--- src/rtl/lock_mon_pkg.sv ---
package lock_mon_pkg;
  typedef enum logic [1:0] {
    OP_ATOMIC = 2'd0,
    OP_LOAD   = 2'd1,
    OP_STORE  = 2'd2,
    OP_NONE   = 2'd3
  } op_e;

  typedef enum logic [1:0] {
    EV_ACQ  = 2'd0,
    EV_FAIL = 2'd1,
    EV_REL  = 2'd2,
    EV_TRY  = 2'd3
  } ev_e;
endpackage

--- src/rtl/lock_table.sv ---
module lock_table #(
  parameter int N_LOCK = 8,
  parameter int ADDR_W = 32,
  parameter int PID_W  = 2,
  parameter int TS_W   = 32,
  localparam int IDX_W = $clog2(N_LOCK)
) (
  input  logic              clk_i,
  input  logic              rst_ni,
  input  logic [ADDR_W-1:0] lk_addr_i,
  output logic              hit_o,
  output logic [IDX_W-1:0]  hit_idx_o,
  output logic [IDX_W-1:0]  vic_idx_o,
  input  logic [IDX_W-1:0]  rd_idx_i,
  output logic              rd_hv_o,
  output logic [PID_W-1:0]  rd_holder_o,
  output logic              rd_rv_o,
  output logic [TS_W-1:0]   rd_rt_o,
  input  logic              touch_i,
  input  logic              alloc_i,
  input  logic              acq_i,
  input  logic [PID_W-1:0]  acq_pid_i,
  input  logic              rel_i,
  input  logic [TS_W-1:0]   now_i
);
  logic [N_LOCK-1:0] vld_q, hv_q, rv_q;
  logic [ADDR_W-1:0] addr_q   [N_LOCK];
  logic [PID_W-1:0]  holder_q [N_LOCK];
  logic [TS_W-1:0]   rt_q     [N_LOCK];
  logic [IDX_W-1:0]  age_q    [N_LOCK];

  // address match
  always_comb begin
    hit_o     = 1'b0;
    hit_idx_o = '0;
    for (int i = 0; i < N_LOCK; i++) begin
      if (!hit_o && vld_q[i] && addr_q[i] == lk_addr_i) begin
        hit_o     = 1'b1;
        hit_idx_o = IDX_W'(i);
      end
    end
  end

  // free entry first, else oldest rank
  always_comb begin
    logic found;
    found     = 1'b0;
    vic_idx_o = '0;
    for (int i = 0; i < N_LOCK; i++) begin
      if (!found && !vld_q[i]) begin
        found     = 1'b1;
        vic_idx_o = IDX_W'(i);
      end
    end
    for (int i = 0; i < N_LOCK; i++) begin
      if (!found && age_q[i] == IDX_W'(N_LOCK-1)) begin
        found     = 1'b1;
        vic_idx_o = IDX_W'(i);
      end
    end
  end

  assign rd_hv_o     = hv_q[rd_idx_i];
  assign rd_holder_o = holder_q[rd_idx_i];
  assign rd_rv_o     = rv_q[rd_idx_i];
  assign rd_rt_o     = rt_q[rd_idx_i];

  logic [IDX_W-1:0] ref_age;
  assign ref_age = age_q[rd_idx_i];

  always_ff @(posedge clk_i or negedge rst_ni) begin
    if (!rst_ni) begin
      vld_q <= '0;
      hv_q  <= '0;
      rv_q  <= '0;
      for (int i = 0; i < N_LOCK; i++) begin
        addr_q[i]   <= '0;
        holder_q[i] <= '0;
        rt_q[i]     <= '0;
        age_q[i]    <= IDX_W'(i);
      end
    end else begin
      if (touch_i) begin
        for (int i = 0; i < N_LOCK; i++) begin
          if (IDX_W'(i) == rd_idx_i)  age_q[i] <= '0;
          else if (age_q[i] < ref_age) age_q[i] <= age_q[i] + 1'b1;
        end
      end
      if (alloc_i) begin
        vld_q[rd_idx_i]  <= 1'b1;
        addr_q[rd_idx_i] <= lk_addr_i;
        hv_q[rd_idx_i]   <= 1'b0;
        rv_q[rd_idx_i]   <= 1'b0;
      end
      if (acq_i) begin
        hv_q[rd_idx_i]     <= 1'b1;
        holder_q[rd_idx_i] <= acq_pid_i;
      end
      if (rel_i) begin
        hv_q[rd_idx_i] <= 1'b0;
        rv_q[rd_idx_i] <= 1'b1;
        rt_q[rd_idx_i] <= now_i;
      end
    end
  end
endmodule

--- src/rtl/attempt_tracker.sv ---
module attempt_tracker #(
  parameter int N_PROC = 4,
  parameter int IDX_W  = 3,
  parameter int TS_W   = 32,
  localparam int PID_W = (N_PROC > 1) ? $clog2(N_PROC) : 1
) (
  input  logic             clk_i,
  input  logic             rst_ni,
  input  logic             flush_i,
  input  logic [PID_W-1:0] flush_pid_i,
  input  logic [PID_W-1:0] pid_i,
  input  logic [IDX_W-1:0] idx_i,
  input  logic             kill_i,
  input  logic             set_i,
  input  logic             clr_i,
  input  logic [TS_W-1:0]  now_i,
  output logic             hit_o,
  output logic [TS_W-1:0]  time_o
);
  logic [N_PROC-1:0] v_q;
  logic [IDX_W-1:0]  idx_q [N_PROC];
  logic [TS_W-1:0]   t_q   [N_PROC];

  logic flushed, killed;
  assign flushed = flush_i && flush_pid_i == pid_i;
  assign killed  = kill_i && idx_q[pid_i] == idx_i;
  assign hit_o   = v_q[pid_i] && !flushed && !killed && idx_q[pid_i] == idx_i;
  assign time_o  = t_q[pid_i];

  always_ff @(posedge clk_i or negedge rst_ni) begin
    if (!rst_ni) begin
      v_q <= '0;
      for (int p = 0; p < N_PROC; p++) begin
        idx_q[p] <= '0;
        t_q[p]   <= '0;
      end
    end else begin
      for (int p = 0; p < N_PROC; p++) begin
        if (flush_i && flush_pid_i == PID_W'(p)) v_q[p] <= 1'b0;
        if (kill_i && idx_q[p] == idx_i)         v_q[p] <= 1'b0;
      end
      // op update after flush and eviction
      if (clr_i) v_q[pid_i] <= 1'b0;
      else if (set_i && !hit_o) begin
        v_q[pid_i]   <= 1'b1;
        idx_q[pid_i] <= idx_i;
        t_q[pid_i]   <= now_i;
      end
    end
  end
endmodule

--- src/rtl/lock_event_mon.sv ---
module lock_event_mon
  import lock_mon_pkg::*;
#(
  parameter int N_PROC = 4,
  parameter int N_LOCK = 8,
  parameter int ADDR_W = 32,
  parameter int DATA_W = 32,
  parameter int TS_W   = 32,
  localparam int PID_W = (N_PROC > 1) ? $clog2(N_PROC) : 1,
  localparam int IDX_W = $clog2(N_LOCK)
) (
  input  logic              clk_i,
  input  logic              rst_ni,
  input  logic              op_valid_i,
  input  logic [PID_W-1:0]  op_pid_i,
  input  logic [1:0]        op_type_i,
  input  logic [ADDR_W-1:0] op_addr_i,
  input  logic [DATA_W-1:0] op_rdata_i,
  input  logic [DATA_W-1:0] op_wdata_i,
  input  logic              flush_valid_i,
  input  logic [PID_W-1:0]  flush_pid_i,
  output logic              ev_valid_o,
  output logic [1:0]        ev_type_o,
  output logic [IDX_W-1:0]  ev_idx_o,
  output logic [PID_W-1:0]  ev_pid_o,
  output logic [TS_W-1:0]   ev_acq_lat_o,
  output logic [TS_W-1:0]   ev_xfer_lat_o
);
  logic [TS_W-1:0] ts_q;

  always_ff @(posedge clk_i or negedge rst_ni) begin
    if (!rst_ni) ts_q <= '0;
    else         ts_q <= ts_q + 1'b1;
  end

  logic is_atom, is_load, is_store;
  assign is_atom  = op_valid_i && op_type_i == OP_ATOMIC;
  assign is_load  = op_valid_i && op_type_i == OP_LOAD;
  assign is_store = op_valid_i && op_type_i == OP_STORE;

  logic             hit, alloc, touch;
  logic [IDX_W-1:0] hit_idx, vic_idx, idx;
  logic             rd_hv, rd_rv;
  logic [PID_W-1:0] rd_holder;
  logic [TS_W-1:0]  rd_rt;

  assign alloc = is_atom && !hit;
  assign idx   = hit ? hit_idx : vic_idx;
  assign touch = alloc || (op_valid_i && op_type_i != OP_NONE && hit);

  logic fire;
  ev_e  ev;

  always_comb begin
    fire = 1'b0;
    ev   = EV_ACQ;
    if (is_atom) begin
      fire = 1'b1;
      ev   = (op_rdata_i == '0) ? EV_ACQ : EV_FAIL;
    end else if (is_load && hit && !(rd_hv && rd_holder == op_pid_i)) begin
      fire = 1'b1;
      ev   = EV_TRY;
    end else if (is_store && hit && op_wdata_i == '0) begin
      fire = 1'b1;
      ev   = EV_REL;
    end
  end

  logic is_acq, is_rel, is_wait;
  assign is_acq  = fire && ev == EV_ACQ;
  assign is_rel  = fire && ev == EV_REL;
  assign is_wait = fire && (ev == EV_FAIL || ev == EV_TRY);

  lock_table #(
    .N_LOCK(N_LOCK), .ADDR_W(ADDR_W), .PID_W(PID_W), .TS_W(TS_W)
  ) u_table (
    .clk_i      (clk_i),
    .rst_ni     (rst_ni),
    .lk_addr_i  (op_addr_i),
    .hit_o      (hit),
    .hit_idx_o  (hit_idx),
    .vic_idx_o  (vic_idx),
    .rd_idx_i   (idx),
    .rd_hv_o    (rd_hv),
    .rd_holder_o(rd_holder),
    .rd_rv_o    (rd_rv),
    .rd_rt_o    (rd_rt),
    .touch_i    (touch),
    .alloc_i    (alloc),
    .acq_i      (is_acq),
    .acq_pid_i  (op_pid_i),
    .rel_i      (is_rel),
    .now_i      (ts_q)
  );

  logic            at_hit;
  logic [TS_W-1:0] at_time;

  attempt_tracker #(
    .N_PROC(N_PROC), .IDX_W(IDX_W), .TS_W(TS_W)
  ) u_attempt (
    .clk_i      (clk_i),
    .rst_ni     (rst_ni),
    .flush_i    (flush_valid_i),
    .flush_pid_i(flush_pid_i),
    .pid_i      (op_pid_i),
    .idx_i      (idx),
    .kill_i     (alloc),
    .set_i      (is_wait),
    .clr_i      (is_acq),
    .now_i      (ts_q),
    .hit_o      (at_hit),
    .time_o     (at_time)
  );

  logic [TS_W-1:0] acq_lat, xfer_lat;
  assign acq_lat  = (is_acq && at_hit) ? ts_q - at_time : '0;
  assign xfer_lat = (is_acq && !alloc && rd_rv) ? ts_q - rd_rt : '0;

  always_ff @(posedge clk_i or negedge rst_ni) begin
    if (!rst_ni) begin
      ev_valid_o    <= 1'b0;
      ev_type_o     <= '0;
      ev_idx_o      <= '0;
      ev_pid_o      <= '0;
      ev_acq_lat_o  <= '0;
      ev_xfer_lat_o <= '0;
    end else begin
      ev_valid_o <= fire;
      if (fire) begin
        ev_type_o     <= ev;
        ev_idx_o      <= idx;
        ev_pid_o      <= op_pid_i;
        ev_acq_lat_o  <= acq_lat;
        ev_xfer_lat_o <= xfer_lat;
      end
    end
  end
endmodule

--- config.mk ---
export PLATFORM = sky130hd
export DESIGN_NAME = lock_event_mon
export DESIGN_NICKNAME = d
export VERILOG_FILES = /design/src/rtl/lock_mon_pkg.sv /design/src/rtl/lock_table.sv /design/src/rtl/attempt_tracker.sv /design/src/rtl/lock_event_mon.sv
export SDC_FILE = /design/constraint.sdc
export NUM_CORES = 2
export LEC_CHECK = 0
export BUFFER_PORTS_ARGS = -buffer_cell sky130_fd_sc_hd__buf_4
export CAP_MARGIN = 20
export CORE_UTILIZATION = 60
export CTS_CLUSTER_SIZE = 25
export DETAILED_ROUTE_END_ITERATION = 10
export GPL_ROUTABILITY_DRIVEN = 0
export GPL_TIMING_DRIVEN = 0
export PLACE_DENSITY = 0.77
export SYNTH_ARGS = -nofsm -noshare
export SYNTH_HDL_FRONTEND = slang
export SYNTH_HIERARCHICAL = 1
export SYNTH_SLANG_ARGS = --single-unit
export TNS_END_PERCENT = 30
--- constraint.sdc ---
create_clock -name clk_i -period 7.55 [get_ports clk_i]
set_input_delay 0.3775 -clock clk_i [delete_from_list [all_inputs] [get_ports clk_i]]
set_output_delay 0.3775 -clock clk_i [all_outputs]
set_load 0.05 [all_outputs]
* Yosys cells after proc, flatten, opt, wreduce, memory -nomap -nowiden
Index checks and enable logic that the tools add are counted.
Storage, ports and cells: bits of input ports 106, logic and storage cells 378, output and inout port bits 72, register bits 824
Operators by class: order comparisons 16, bitwise gates (word level) 13, eq/ne operators 39, multiplexer cells 124, reductions and logical operators 124, add/subtract/negate cells 11
Operator list (count):
- bitwise mux 256 bit | 2
- == test 32 bit | 8
- 2-to-1 mux 32 bit | 8
- bitwise mux 128 bit | 1
- 2-to-1 mux 3 bit | 40
- binary-select mux 32 bit (select 3 bit) | 1
- demux 32 bit (select 3 bit) | 1
- logical AND 1 bit | 65
- binary-select mux 32 bit (select 2 bit) | 1
- demux 32 bit (select 2 bit) | 1
- zero test 32 bit | 2
- subtractor 32 bit | 2
- 2-to-1 mux 1 bit | 42
- 2-to-1 mux 8 bit | 5
- zero test 1 bit | 34
- adder 32 x 1 -> 32 bit, second input constant | 1
- adder 3 x 1 -> 3 bit, second input constant | 8
- bitwise AND 8 bit | 3
- == test 3 bit, second input constant | 8
- < comparator 3 bit | 8
- OR 8 bit | 3
- AND reduction 2 bit | 9
- bitwise mux 16 bit | 1
- 2-to-1 mux 2 bit | 8
- other kinds (38) | 65

* Longest topological paths before layout
word-level depth 62, gate-level depth with buffers 30, gate-level depth less buffers 23

* Modules after synthesis
Netlist, hierarchy kept.
Modules (own cells, without submodules):
- lock_table | cells each 1949, area an instance 27630.2 um^2, instances 1, seq. area each 14428.8 um^2
- lock_event_mon | cells each 857, area an instance 7488.4 um^2, instances 1, seq. area each 2602.5 um^2
- attempt_tracker | cells each 402, area an instance 6851.6 um^2, instances 1, seq. area each 3603.5 um^2

* Least setup slack after synthesis
Ideal clock, no wire load.
kind input port to flip-flop, from input op_addr_i[31], to register ev_xfer_lat_o[29], buffers on the path 6, setup time 127 ps, cell stages on the path 27, arrival time 6165 ps, required time 7423 ps, path slack 1258 ps, cell sequence clkbuf_1 xnor2_1 nand4_1 nor4_1 nand4_1 or4_1 nand2b_1 or3_1 clkbuf_1 mux2_2 buf_2 buf_2 buf_2 mux4_2 mux2_2 inv_1 ha_1 clkbuf_1 a21o_1 a21o_1 a21o_1 a21o_1 a21o_1 a221o_1 a31oi_1 mux2i_1 nand3_1
On the way: elaborated cells on any way between the ends 79, classes of those cells 1 x add/sub; 9 x eq/ne; 33 x mux; 1 x bitwise; 35 x reduce/logical
RTL lines:
- start, declared | RTL line lock_event_mon.sv:17 | input logic [ADDR_W-1:0] op_addr_i,
- == test 32 bit | RTL line lock_table.sv:37 | if (!hit_o && vld_q[i] && addr_q[i] == lk_addr_i) begin
- logical AND 1 bit | RTL line lock_table.sv:37
- 2-to-1 mux 1 bit | RTL line lock_table.sv:37
- zero test 1 bit | RTL line lock_table.sv:37
- logical AND 1 bit (2 in series) | RTL line lock_table.sv:37
- 2-to-1 mux 1 bit | RTL line lock_table.sv:37
- zero test 1 bit | RTL line lock_table.sv:37
- logical AND 1 bit (2 in series) | RTL line lock_table.sv:37
- [... 21 more ...]
- net hit | RTL line lock_event_mon.sv:41 | logic hit, alloc, touch;
- 2-to-1 mux 3 bit * | RTL line lock_event_mon.sv:48 | assign idx = hit ? hit_idx : vic_idx;
- net idx[0] | RTL line lock_event_mon.sv:42 | logic [IDX_W-1:0] hit_idx, vic_idx, idx;
- NOT 3 -> 4 bit (implied by the code) * | RTL line lock_table.sv:66 | assign rd_rt_o = rt_q[rd_idx_i];
- binary-select mux 32 bit (select 3 bit) * | RTL line lock_table.sv:66
- 2-to-1 mux 32 bit (implied by the code) * (2 in series) | RTL line lock_table.sv:66
- net rd_rt[22] | RTL line lock_event_mon.sv:45 | logic [TS_W-1:0] rd_rt;
- subtractor 32 bit * | RTL line lock_event_mon.sv:118 | assign xfer_lat = (is_acq && !alloc && rd_rv) ? ts_q - rd_rt : '0;
- 2-to-1 mux 32 bit * | RTL line lock_event_mon.sv:118
- end signal, assigned | RTL line lock_event_mon.sv:135 | ev_xfer_lat_o <= xfer_lat;
- end, declared | RTL line lock_event_mon.sv:27 | output logic [TS_W-1:0] ev_xfer_lat_o
The timed path passes the listed nets; every way through them passes the cells marked *. The select of a mux whose other input is x is not followed. A chain may end at the register's enable or synchronous reset.

* Worst setup path in the final report
from register u_table/addr_q[115] in the netlist's numbering, to register ev_xfer_lat_o[30]
On the way: elaborated cells on any way between the ends 53, classes of those cells 1 x add/sub; 2 x eq/ne; 26 x mux; 1 x bitwise; 23 x reduce/logical
RTL lines:
- start, declared | RTL line lock_table.sv:27 | logic [ADDR_W-1:0] addr_q [N_LOCK];
- start signal, assigned by index | RTL line lock_table.sv:91 | addr_q[rd_idx_i] <= lk_addr_i;
- == test 32 bit * | RTL line lock_table.sv:37
- logical AND 1 bit * | RTL line lock_table.sv:37
- 2-to-1 mux 1 bit * | RTL line lock_table.sv:37
- zero test 1 bit | RTL line lock_table.sv:37
- logical AND 1 bit (2 in series) | RTL line lock_table.sv:37
- 2-to-1 mux 1 bit * | RTL line lock_table.sv:37
- zero test 1 bit | RTL line lock_table.sv:37
- logical AND 1 bit (2 in series) | RTL line lock_table.sv:37
- [... 5 more ...]
- net hit | RTL line lock_event_mon.sv:41
- 2-to-1 mux 3 bit * | RTL line lock_event_mon.sv:48
- net idx[1] | RTL line lock_event_mon.sv:42
- NOT 3 -> 4 bit (implied by the code) * | RTL line lock_table.sv:66
- binary-select mux 32 bit (select 3 bit) * | RTL line lock_table.sv:66
- 2-to-1 mux 32 bit (implied by the code) * (2 in series) | RTL line lock_table.sv:66
- net rd_rt[0] | RTL line lock_event_mon.sv:45
- subtractor 32 bit * | RTL line lock_event_mon.sv:118
- 2-to-1 mux 32 bit * | RTL line lock_event_mon.sv:118
Marked as above.

==> impl_results.md <==
- Slowest-stage cell, CP: or4_4
- Clock Skews: 32.37 ps
- Via density: between 6 and 7
- Cells after synthesis: about 3.2k
- Top post-synthesis cells by area: dfrtp_1 (48%), mux2_2 (17%), mux4_2 (6.0%)
- Register area share after synthesis: between 40 and 50%
- Initial Util: 60.87%
- Wire per inst: about 25 µm
- Post-route clock period utilization: 97.45%
- Critical path data arrival time: 7840 ps
- Worst path top cell family by delay: simple AND/OR/NAND/NOR gates
- Mapped cell area: between 40000 and 50000 µm²
- Clk_lat worst skew: around 650 ps
- Die ar.: 71010 µm²
- M1 WL: around 47000 µm
- DR top layer: met5
- Final Net Count: ~3.7k
- Largest net degree at the start of global routing: 133
- Max-slew violation count: 0
- Reg2reg path depth: 25
- Gr ovfl total: 0
- Met3 WL: 7073 µm
- Vias in the first global route: about 29k
- CTS tree: built
- Worst Path Max Fanout: 10
- Clk sinks: between 800 and 900
- Maximum VDD drop: around 270 µV
- Synth area leader: dfrtp_1
- FF-to-FF setup slack: a little under 200 ps
- Reg2reg end: ev_xfer_lat_o[30]$_DFFE_PN0P_
- Asr flop ratio synth: 100.0%
- Final ANT Viol Nets: 0
- Syn Nets: around 3.4k
- Status: finished clean
- Met2 routed WL: between 50000 and 60000 µm
- First-pass GRT wire length: about 170000 µm
- Post-synth top cells: dfrtp_1 (812), mux2_2 (645), xnor2_1 (241)
- Setup crit end: ev_xfer_lat_o[30]$_DFFE_PN0P_
- Hpwl dp: 79120 µm
- Yosys warning count: 6
- CTS root buffer: clkbuf_16
- Vias: 27.71k
- Least-Margin Pin Slew: roughly 1100 ps
- Most frequent cell after synthesis: dfrtp_1
- Setup Viol. Count Final: 0
- CP Launch Type: flip-flop
- Total power: approximately 0.014 W
- Predominant post-synthesis flop cell: dfrtp_1
- Initial antenna violation count: 3
- Synthesized area per cell: about 13 µm²
- Top cell type's share of synthesized area: between 40% and 50%
- Post-synth EDFFs: 0
- Post-route DRC: 0
- Reg-to-reg startpoint: u_table/addr_q[115]$_DFFE_PN0P_
- I/O Buffers: between 100 and 150
- Cell variety after synth: 85
- Initial DRC Count: 2400
- Clock transition at path regs: 60 ps
- Clock Path Buffers: 3
- CP most frequent cell: nand4_1
- Lkg Pwr: around 23 nW
- Total length of routed wires: about 110000 µm
- WS Path Type: reg -> reg
- Tmin final: ~7400 ps
- Tot GR Track Use: between 30% and 40%
- #FFs+latches synth: 824
- I/O Pins: between 150 and 200
- Unrepaired setup endpoints after global routing: false
- CP Capture Type: flip-flop
- Setup crit start: u_table/addr_q[115]$_DFFE_PN0P_
- Max-Cap Viols: 0
- Row Count: 96
- Max incr delay on CP: ~660 ps
- Area Growth Syn to Fin: 13.41%
- Post-CTS setup buffers: 0
- H-Tree Depth: 3
- Post-layout util: ~69%
- Hold WS: between 100 and 150 ps
- Max Clk Rate: 0.1359 GHz
- CTS Buf Count: 89
- TritonRoute pass-1 iters: 7
- Pwr per Cell Area: 291.7 nW/µm²
- Core ar.: a little under 70000 µm²
- Worst EP required: roughly 8000 ps
- Die H: between 200 and 300 µm
- Slew HR: a little under a quarter
- WP depth: 25
- HP Class: in -> reg
- Share of layout cells above drive strength 1: a little over a third
- Die Span X: 266.5 µm
- Buf/Inv on CP: 3
- Endpoints failing hold: 0
-- stage by stage --
step / worst slack [ps] / cell area, µm² / std cells / setup TNS, ps
after floorplan: 1258 / 41970 / 3208 / 0
after global placement: -2699 / 44240 / 4286 / -2292640
after detailed placement: -1748 / 44420 / 4293 / -194330
after CTS: 12.80 / 47530 / 4455 / 0
after global routing: 14.66 / 47600 / 4457 / 0
final: 192.2 / 47600 / 4457 / 0
-- worst min path at each step --
stage | from | to | slack, ps | depth (start not counted)
4_1_cts | flush_pid_i[0] | u_attempt/v_q[2]$_DFF_PN0_ | 80 | 3
3_5_place_dp | rst_ni | u_table/rt_q[188]$_DFFE_PN0P_ | 450 | 1
5_1_grt | flush_pid_i[0] | u_attempt/v_q[2]$_DFF_PN0_ | 120 | 3
3_3_place_gp | u_table/rv_q[2]$_DFF_PN0_ | u_table/rv_q[2]$_DFF_PN0_ | 450 | 1
6_report | flush_pid_i[0] | u_attempt/v_q[2]$_DFF_PN0_ | 120 | 3
2_1_floorplan | rst_ni | ev_acq_lat_o[0]$_DFFE_PN0P_ | 80 | 0
-- report_power, final --
part / switching (W) / internal (W)
logic: 0.00196 / 0.00172
clock network: 0.00180 / 0.00278
registers: 0.000509 / 0.00512
-- timing repair --
action,CTS,global route
hold buffers,1,0
pin swaps,0,1
gates resized for setup,7,32
hold endpoints to repair,77,0
setup endpoints to repair,217,11
-- worst register-to-register path: cells and delay by family, from the launching register on --
family | cells | cell delay [ps]
and+or+nand+nor | 7 | 2000
DFF | 1 | 390
muxes | 3 | 1090
AOI/OAI and AO/OA | 8 | 1820
xor gates and xnor gates | 2 | 550
adders and majority gates | 2 | 660
buffers and inverters | 3 | 690
-- flip-flops by register name, summed over array words and instances, names as in the netlist, 12 cells and up --
signal and cells:
u_table/rt_q 256, u_attempt/idx_q 12, ts_q 32, ev_acq_lat_o 32
u_table/addr_q 256, u_table/age_q 24, u_attempt/t_q 128, ev_xfer_lat_o 32
u_table/holder_q 16
-- logic make-up (layout without fill, tap and decap cells) --
group | after synthesis | after routing | synth area share (%)
buffers and inverters | 290 | 607 | 3.273
AND/OR/NAND/NOR | 482 | 482 | 6.073
AO/OA/AOI/OAI | 321 | 321 | 5.101
multiplexers | 833 | 833 | 25.87
XOR/XNOR | 361 | 361 | 7.587
flip-flops | 824 | 824 | 49.17
other | 0 | 1 | 0
adder cells (fa/ha/maj) | 97 | 97 | 2.928
-- area by class of cell --
| cell class | count | area, µm² |
|---|---|---|
| flip-flops and latches | 824 | 20630 |
| inverters | 91 | 341.6 |
| plain buffers | 198 | 1070 |
| clock inverters | 35 | 566.8 |
| repair buffers | 156 | 1299 |
| multi-input cells | 2094 | 20000 |
| fillers | 4773 | 21350 |
| clock buffers | 127 | 2521 |
| diodes | 1 | 2.502 |
| well taps | 931 | 1165 |
-- cells in the final DEF (no fill, tap or decap), drive strengths merged, types with 37 or more instances in the layout --
| cell | Yosys | routed |
|---|---|---|
| mux4 | 112 | 112 |
| o21ai | 109 | 109 |
| xnor2 | 244 | 244 |
| inv | 90 | 94 |
| nand2 | 164 | 164 |
| xor2 | 117 | 117 |
| dfrtp | 812 | 812 |
| mux2 | 711 | 711 |
| ha | 95 | 95 |
| a21o | 48 | 48 |
| nor4 | 40 | 40 |
| nor2 | 37 | 37 |
| nand4 | 69 | 69 |
| a21oi | 68 | 68 |
| nand3 | 40 | 40 |
| clkbuf | 99 | 229 |
| buf | 100 | 251 |
-- metal layers --
metal	vias up	global-route usage [%]
met4	2	12.36
met3	259	4.862
li1	12010	-
met5	-	0
met1	14430	43.98
met2	1013	51.85
Note: power is estimated with default switching activity, not from simulation.
